[config.mk]
export PLATFORM = sky130hd
export DESIGN_NAME = irq_accept_seq
export DESIGN_NICKNAME = d
export VERILOG_FILES = /design/src/rtl/irq_seq_pkg.sv /design/src/rtl/irq_ipl_sel.sv /design/src/rtl/irq_seq_len.sv /design/src/rtl/irq_seq_timer.sv /design/src/rtl/irq_accept_seq.sv
export SDC_FILE = /design/constraint.sdc
export NUM_CORES = 1
export LEC_CHECK = 0
export ABC_AREA = 1
export BUFFER_PORTS_ARGS = -buffer_cell sky130_fd_sc_hd__buf_2
export CAP_MARGIN = 20
export CORE_ASPECT_RATIO = 1.25
export CORE_MARGIN = 1
export CORE_UTILIZATION = 45
export DETAILED_ROUTE_END_ITERATION = 8
export PLACE_DENSITY = 0.71
export SLEW_MARGIN = 10
export SYNTH_ARGS = -nofsm -noshare
export SYNTH_HDL_FRONTEND = slang
export SYNTH_HIERARCHICAL = 1
export SYNTH_SLANG_ARGS = --single-unit
[constraint.sdc]
create_clock -name clk_i -period 1.1 [get_ports clk_i]
set_input_delay 0.055 -clock clk_i [delete_from_list [all_inputs] [get_ports clk_i]]
set_output_delay 0.055 -clock clk_i [all_outputs]
set_load 0.05 [all_outputs]
[src/rtl/irq_seq_pkg.sv]
package irq_seq_pkg;
  typedef enum logic [2:0] {
    CLS_MASKABLE   = 3'd0,
    CLS_WDT        = 3'd1,
    CLS_NMI        = 3'd2,
    CLS_SOFT       = 3'd3,
    CLS_ADDR_MATCH = 3'd4,
    CLS_DEBUG      = 3'd5,
    CLS_STEP       = 3'd6,
    CLS_RSVD       = 3'd7
  } irq_class_e;

  function automatic int unsigned max_u(int unsigned a, int unsigned b);
    return (a > b) ? a : b;
  endfunction
endpackage

[src/rtl/irq_ipl_sel.sv]
module irq_ipl_sel
  import irq_seq_pkg::*;
#(
  parameter int unsigned IPL_W = 3
) (
  input  irq_class_e       cls_i,
  input  logic [IPL_W-1:0] req_level_i,
  input  logic [IPL_W-1:0] cur_ipl_i,
  output logic [IPL_W-1:0] next_ipl_o
);
  always_comb begin
    unique case (cls_i)
      CLS_MASKABLE:     next_ipl_o = req_level_i;
      CLS_WDT, CLS_NMI: next_ipl_o = '1;
      default:          next_ipl_o = cur_ipl_i;
    endcase
  end
endmodule

[src/rtl/irq_seq_len.sv]
module irq_seq_len
  import irq_seq_pkg::*;
#(
  parameter int unsigned LEN_W      = 5,
  parameter int unsigned BASE16     = 18,
  parameter int unsigned BASE8      = 20,
  parameter int unsigned PEN_DEBUG  = 2,
  parameter int unsigned PEN_STEP   = 1
) (
  input  irq_class_e       cls_i,
  input  logic             bus8_i,
  input  logic             vec_odd_i,
  input  logic             sp_odd_i,
  output logic [LEN_W-1:0] len_o
);
  logic [LEN_W-1:0] base_len;
  logic [LEN_W-1:0] penalty;

  // each odd address on the wide bus costs one extra access cycle
  always_comb begin
    if (bus8_i) base_len = LEN_W'(BASE8);
    else        base_len = LEN_W'(BASE16) + LEN_W'(vec_odd_i) + LEN_W'(sp_odd_i);
  end

  always_comb begin
    unique case (cls_i)
      CLS_DEBUG:                penalty = LEN_W'(PEN_DEBUG);
      CLS_ADDR_MATCH, CLS_STEP: penalty = LEN_W'(PEN_STEP);
      default:                  penalty = '0;
    endcase
  end

  assign len_o = base_len + penalty;
endmodule

[src/rtl/irq_seq_timer.sv]
module irq_seq_timer #(
  parameter int unsigned LEN_W = 5
) (
  input  logic             clk_i,
  input  logic             rst_ni,
  input  logic             load_i,
  input  logic [LEN_W-1:0] len_i,
  output logic             busy_o,
  output logic             done_o
);
  logic [LEN_W-1:0] cnt_q;
  logic [LEN_W-1:0] len_q;
  logic             busy_q;
  logic             done_q;

  always_ff @(posedge clk_i or negedge rst_ni) begin
    if (!rst_ni) begin
      cnt_q  <= '0;
      len_q  <= '0;
      busy_q <= 1'b0;
      done_q <= 1'b0;
    end else begin
      done_q <= 1'b0;
      if (load_i) begin
        busy_q <= 1'b1;
        cnt_q  <= LEN_W'(1);
        len_q  <= len_i;
      end else if (busy_q) begin
        if (cnt_q == len_q) begin
          busy_q <= 1'b0;
          done_q <= 1'b1;
        end else begin
          cnt_q <= cnt_q + LEN_W'(1);
        end
      end
    end
  end

  assign busy_o = busy_q;
  assign done_o = done_q;
endmodule

[src/rtl/irq_accept_seq.sv]
module irq_accept_seq
  import irq_seq_pkg::*;
#(
  parameter int unsigned IPL_W     = 3,
  parameter int unsigned BASE16    = 18,
  parameter int unsigned BASE8     = 20,
  parameter int unsigned PEN_DEBUG = 2,
  parameter int unsigned PEN_STEP  = 1
) (
  input  logic             clk_i,
  input  logic             rst_ni,
  input  logic             req_valid_i,
  input  logic [2:0]       req_class_i,
  input  logic [IPL_W-1:0] req_level_i,
  input  logic [IPL_W-1:0] cur_ipl_i,
  input  logic             insn_done_i,
  input  logic             bus8_i,
  input  logic             vec_odd_i,
  input  logic             sp_odd_i,
  output logic             ack_o,
  output logic [IPL_W-1:0] ipl_o,
  output logic             busy_o,
  output logic             handler_start_o
);
  localparam int unsigned MAX_LEN = max_u(BASE16 + 2, BASE8) + max_u(PEN_DEBUG, PEN_STEP);
  localparam int unsigned LEN_W   = $clog2(MAX_LEN + 1);

  irq_class_e       cls;
  logic [IPL_W-1:0] next_ipl;
  logic [LEN_W-1:0] seq_len;
  logic             accept;
  logic             busy;
  logic             ack_q;
  logic [IPL_W-1:0] ipl_q;

  assign cls    = irq_class_e'(req_class_i);
  assign accept = req_valid_i & insn_done_i & ~busy;

  irq_ipl_sel #(.IPL_W(IPL_W)) u_ipl_sel (
    .cls_i       (cls),
    .req_level_i (req_level_i),
    .cur_ipl_i   (cur_ipl_i),
    .next_ipl_o  (next_ipl)
  );

  irq_seq_len #(
    .LEN_W     (LEN_W),
    .BASE16    (BASE16),
    .BASE8     (BASE8),
    .PEN_DEBUG (PEN_DEBUG),
    .PEN_STEP  (PEN_STEP)
  ) u_seq_len (
    .cls_i     (cls),
    .bus8_i    (bus8_i),
    .vec_odd_i (vec_odd_i),
    .sp_odd_i  (sp_odd_i),
    .len_o     (seq_len)
  );

  irq_seq_timer #(.LEN_W(LEN_W)) u_timer (
    .clk_i  (clk_i),
    .rst_ni (rst_ni),
    .load_i (accept),
    .len_i  (seq_len),
    .busy_o (busy),
    .done_o (handler_start_o)
  );

  always_ff @(posedge clk_i or negedge rst_ni) begin
    if (!rst_ni) begin
      ack_q <= 1'b0;
      ipl_q <= '0;
    end else begin
      ack_q <= accept;
      if (accept) ipl_q <= next_ipl;
    end
  end

  assign ack_o  = ack_q;
  assign ipl_o  = ipl_q;
  assign busy_o = busy;
endmodule

# Yosys cells after proc, flatten, opt, wreduce, memory -nomap -nowiden
# Cells that the tools add are included.
totals:
  in_bits: 16
  register_bits: 16
  output_inout_bits: 6
  wordCells: 37
op_classes:
  add_sub_neg: 4
  reduce_logical: 5
  n_eq_ne: 7
  muxes: 12
  n_bitwise: 3
ops:
  columns: ["cell", "count"]
  rows:
  - ["5-bit 2-to-1 mux", 4]
  - ["3-bit == test, second input constant", 3]
  - ["1-bit 2-to-1 mux", 6]
  - ["3-bit case mux with 2 select lines", 1]
  - ["5-bit by 1-bit adder with 5-bit output", 1]
  - ["5-bit by 1-bit adder with 5-bit output, first input constant", 1]
  - ["5-bit by 1-bit adder with 5-bit output, second input constant", 1]
  - ["5-bit by 2-bit adder with 5-bit output", 1]
  - ["5-bit == test", 1]
  - ["2-bit case mux with 2 select lines", 1]
  - ["2-bit OR reduction", 2]
  - ["3-bit by 1-bit == test with 1-bit output, second input constant", 1]
  - ["3-bit by 2-bit == test with 1-bit output, second input constant", 1]
  - ["3-bit zero test", 1]
  - ["1-bit AND", 2]
  - ["2-bit != test, second input constant", 1]
  - ["2-bit AND reduction", 1]
  - ["2-bit nonzero test", 1]
  - ["1-bit inverter", 1]

# Longest topological paths before layout
depth:
  depth_word: 4
  depth_mapped: 10
  ltp_nobuf: 10

# Hierarchy
# The synthesis kept the hierarchy.
modules_own_cells:
  columns: ["mod", "instances", "cells_per_inst", "seq_area_each_um2", "area_per_inst_um2"]
  rows:
  - ["irq_seq_timer", 1, 89, 300.3, 644.4]
  - ["irq_accept_seq", 1, 16, 100.1, 158.9]
  - ["irq_seq_len", 1, 20, 0.0, 126.4]
  - ["irq_ipl_sel", 1, 22, 0.0, 91.3]

# Worst setup path after synthesis
# Ideal clock, no wire load.
synth_path:
  kind: "reg-to-reg"
  startpoint: "register u_timer.busy_q, in the netlist u_timer/busy_o"
  endpoint: "register u_timer.cnt_q[2]"
  n_path_buf: 0
  stages_incl_launch_ff: 11
  required_ns: 1.035
  t_arrival_ns: 1.541
  setup_slack_ns: -0.506
  path_cell_list: "dfrtp_1 > inv_1 > nand3_2 > inv_1 > inv_2 > nand2_1 > nor2_2 > nand3_4 > nand2_4 > nand2_1 > nand2_1"
synth_between:
  elab_chain_cells: 4
synth_rtl:
  columns: ["element", "line", "rtl"]
  rows:
  - ["from (decl)", "irq_seq_timer.sv:13", "logic busy_q;"]
  - ["from (signal assigned)", "irq_seq_timer.sv:20", "busy_q <= 1'b0;"]
  - ["from (signal assigned)", "irq_seq_timer.sv:25", "busy_q <= 1'b1;"]
  - ["from (signal assigned)", "irq_seq_timer.sv:30", "busy_q <= 1'b0;"]
  - ["1-bit inverter *", "irq_accept_seq.sv:37", "assign accept = req_valid_i & insn_done_i & ~busy;"]
  - ["1-bit AND *", "irq_accept_seq.sv:37", null]
  - ["named net accept", "irq_accept_seq.sv:31", "logic accept;"]
  - ["2-bit != test (no line) / 2-bit nonzero test (equally long branches)", null, null]
  - ["2-bit AND reduction (no line)", null, null]
  - ["to (signal assigned)", "irq_seq_timer.sv:33", "cnt_q <= cnt_q + LEN_W'(1);"]
  - ["to (decl)", "irq_seq_timer.sv:11", "logic [LEN_W-1:0] cnt_q;"]
# Mark *: on every way through the listed nets, which the timed path passes. The rest lies on a longest branch.
# A chain may end at the register's enable or synchronous reset.

# Worst setup path in the final report
layout_path:
  startpoint: "register u_timer.cnt_q[1]"
  endpoint: "register u_timer.cnt_q[4]"
layout_between:
  elab_chain_cells: 4
layout_rtl:
  columns: ["element", "line", "rtl"]
  rows:
  - ["5-bit by 1-bit adder with 5-bit output", "irq_seq_timer.sv:33", null]
  - ["5-bit 2-to-1 mux", "irq_seq_timer.sv:29", "if (cnt_q == len_q) begin"]
  - ["5-bit 2-to-1 mux", "irq_seq_timer.sv:28", "end else if (busy_q) begin"]
  - ["5-bit 2-to-1 mux", "irq_seq_timer.sv:24", "if (load_i) begin"]
# Several ways; a longest one is shown, not always the timed one. The select of a mux whose other input is x is not followed.

==> key figures <==
Run status
  – Status: finished, violations left
  – Failing checks: setup timing

Synthesis
  – Synth Net Count: 168
  – Async SR Flop Fraction: 100%
  – Most common cell in the netlist: nand2_1
  – Ranking of synthesized cells by area: dfrtp_1, nand2_1, inv_1, ha_1, nand3_1
  – Yosys warning count: 6
  – Synth area leader: dfrtp_1
  – Seq/Total Area, Yosys: about 39%
  – Post-synth top cells: nand2_1, inv_1, dfrtp_1
  – Mapped Area: 1020 um2
  – Cell variety after synth: 20
  – Yosys reg bits: 16
  – Synth Instances: 147
  – Share of the synthesized area in the top cell type: 39.2%
  – Top_reg_cell synth: dfrtp_1
  – Post-synth EDFFs: 0
  – Avg Synthesized Cell Area: 6.95 um2

Drt
  – Antenna-violating nets left: 0
  – DR vias/cell: 4.63
  – WL per Instance: 9.80 um
  – Initial DRC count: 22
  – Final wirelength: 2110 um
  – Post-route DRC: 0
  – Via count: around 1000
  – Router iterations before antenna repair: 4

Pwr
  – Leak Pwr: 0.774 nW
  – VDD IR max: about 1.4 mV
  – Sw Ratio: 46.5%
  – Clock power share: 11.8%
  – PD cells: roughly 2400 nW/um2
  – Pint: 1.75 mW
  – Psw: 1.52 mW
  – Sequential power share: 30.7%
  – Comb pwr share: 57.5%

Worst setup path
  – CP max FO: 4
  – CP Class: flip-flop to flip-flop
  – Required time of the critical path: 1280 ps
  – Critical Path End Type: flip-flop
  – Critical Path Start Type: flip-flop
  – Arrival time at the worst endpoint: about 1400 ps

Final layout
  – Multi-input logic area: 532 um2
  – P&R area growth vs syn: 33.1%
  – Storage element area: 402 um2
  – Ant. Diodes: 0
  – Nets@finish: 207
  – Filler cell count in the final layout: around 180
  – Layout cells sized above 1: 35.1%
  – Layout Utilization: 66.3%
  – Final Non-Filler Cells: ~220
  – Design Area, Final: 1360 um2

Floorplanning
  – I/O Pins: 22
  – DIE WIDTH: 44.6 um
  – Initial Util: 49.8%
  – Die ar.: 2460 um2
  – Die height: 55.3 um
  – Row count: 18
  – Core Area: 2050 um2

CTS
  – Clk_lat worst skew: ~280 ps
  – CTS tree: built
  – Longest Clk Path Bufs: 2
  – CTS Root Cell: clkbuf_4
  – Sink Count: 16
  – Reg clk slew, reported paths: 100 ps
  – H-tree depth: 1
  – TritonCTS Buffers: 3

Global route
  – GRT Overall Usage: 20.5%
  – Initial antenna violation count: 0
  – Total gr overflow: 0
  – First-pass GRT wire length: 3790 um
  – Vias in the first global route: 970
  – Largest net degree at the start of global routing: 17

Timing
  – Setup TNS: -382 ps
  – Final setup margin: -84.1 ps
  – Min Tclk post-route: 1180 ps
  – Clock Skew: 1.01 ps
  – Slew Viols, Final: 0
  – Endpoints failing setup: 6
  – RSZ-0062 raised after global routing: true
  – Max Freq: 845 MHz
  – Final Cycle Share: 108%
  – Hold Vio Cnt, Final: 0

Placement
  – Placer Congestion: 0.835
  – Placed insts: 206
  – Dpl ws: -364 ps
  – DP HPWL: 1620 um
  – IO buf count: 21
  – Placed instance area: 1230 um2

Worst hold path
  – HP Class: input port to flip-flop

Run
  – Max cap viols: 0
-- worst max-delay path, stage by stage, from the launching register on --
cell	delay, ps
dfrtp_1	410
ha_1	220
nand3_1	100
o21ai_0	160
nor2_1	60
nand3_1	70
nand2_1	60
-- timing repair --
item	CTS	global route
pin swaps	6	6
gates resized for setup	12	6
endpoints found under the setup margin	9	13
hold endpoints to repair	16	0
gates cloned	0	0
hold buffers	1	0
setup buffers	5	0
-- cells by family (layout without fill, tap and decap cells) --
| kind of cell | after synthesis | in the layout | share of synthesized area, % |
|---|---|---|---|
| AND/OR/NAND/NOR | 84 | 84 | 37.0 |
| buffers and inverters | 32 | 70 | 12.1 |
| flip-flops | 16 | 16 | 39.2 |
| AO/OA/AOI/OAI | 9 | 9 | 4.41 |
| adder cells (fa/ha/maj) | 5 | 5 | 6.86 |
| other | 1 | 1 | 0.367 |
-- state kept, by name, summed over array words and instances, names as in the netlist --
signal,count
u_timer/cnt_q,5
u_timer/len_q,5
u_timer/busy_o,1
ipl_o,3
u_timer/done_o,1
ack_o,1
-- placed cells by master (no fill, tap or decap) --
cell type / count
nand2_1: 52
buf_2: 18
inv_1: 18
dfrtp_1: 15
buf_4: 14
inv_2: 11
nand3_1: 10
nor2_1: 8
nor2_2: 5
o21ai_1: 5
nand4_1: 3
clkbuf_4: 3
buf_6: 3
nand3_4: 2
nand2_2: 2
a21oi_1: 2
ha_1: 2
o21ai_0: 2
clkbuf_8: 1
dlygate4sd3_1: 1
clkinv_1: 1
fa_2: 1
ha_4: 1
ha_2: 1
conb_1: 1
nor2_4: 1
nand2_4: 1
dfrtp_2: 1
-- area by class of cell --
class,instances,share of cell area [%]
Sequential cell,16,29.6
Timing Repair Buffer,36,17.6
Tap cell,30,2.76
Inverter,30,8.29
Clock buffer,4,2.67
Multi-Input combinational cell,99,39.1
-- per-layer routing --
metal	part of all wire, %	track usage, %
met1	37	20.9
met2	57	38.7
met3	4.2	2.29
met4	1.9	9.96
met5	0	0
-- through the flow --
step / power (mW) / hold slack [ps]
after floorplan: 2.22 / -241
after global placement: 2.65 / -19.4
after detailed placement: 2.72 / -15.6
after CTS: 3.26 / 61.4
after global routing: 3.58 / 66.9
final: 3.28 / 69.1
-- power groups by stage --
stage | sequential [mW] | combinational (mW) | clock (mW)
final | 1.01 | 1.88 | 0.387
after global routing | 1.04 | 2.10 | 0.432
after CTS | 1.00 | 1.85 | 0.397
after detailed placement | 1.03 | 1.69 | 0
after global placement | 1.02 | 1.63 | 0
after floorplan | 1.32 | 0.898 | 0
-- worst paths after layout --
| kind | startpoint | end | slack [ps] | cells after the start |
|---|---|---|---|---|
| setup / recovery | u_timer/cnt_q[1] | u_timer/cnt_q[4] | -80 | 6 |
| setup reg to reg | u_timer/cnt_q[1] | u_timer/cnt_q[4] | -80 | 6 |
| max in group asynchronous | rst_ni | u_timer/busy_o | 610 | 2 |
| min in group asynchronous | rst_ni | u_timer/cnt_q[0] | 200 | 2 |
| hold / removal | insn_done_i | ipl_o[2] | 70 | 3 |
| hold reg to reg | ipl_o[2] | ipl_o[2] | 470 | 2 |
Note: power is estimated with default switching activity, not from simulation.
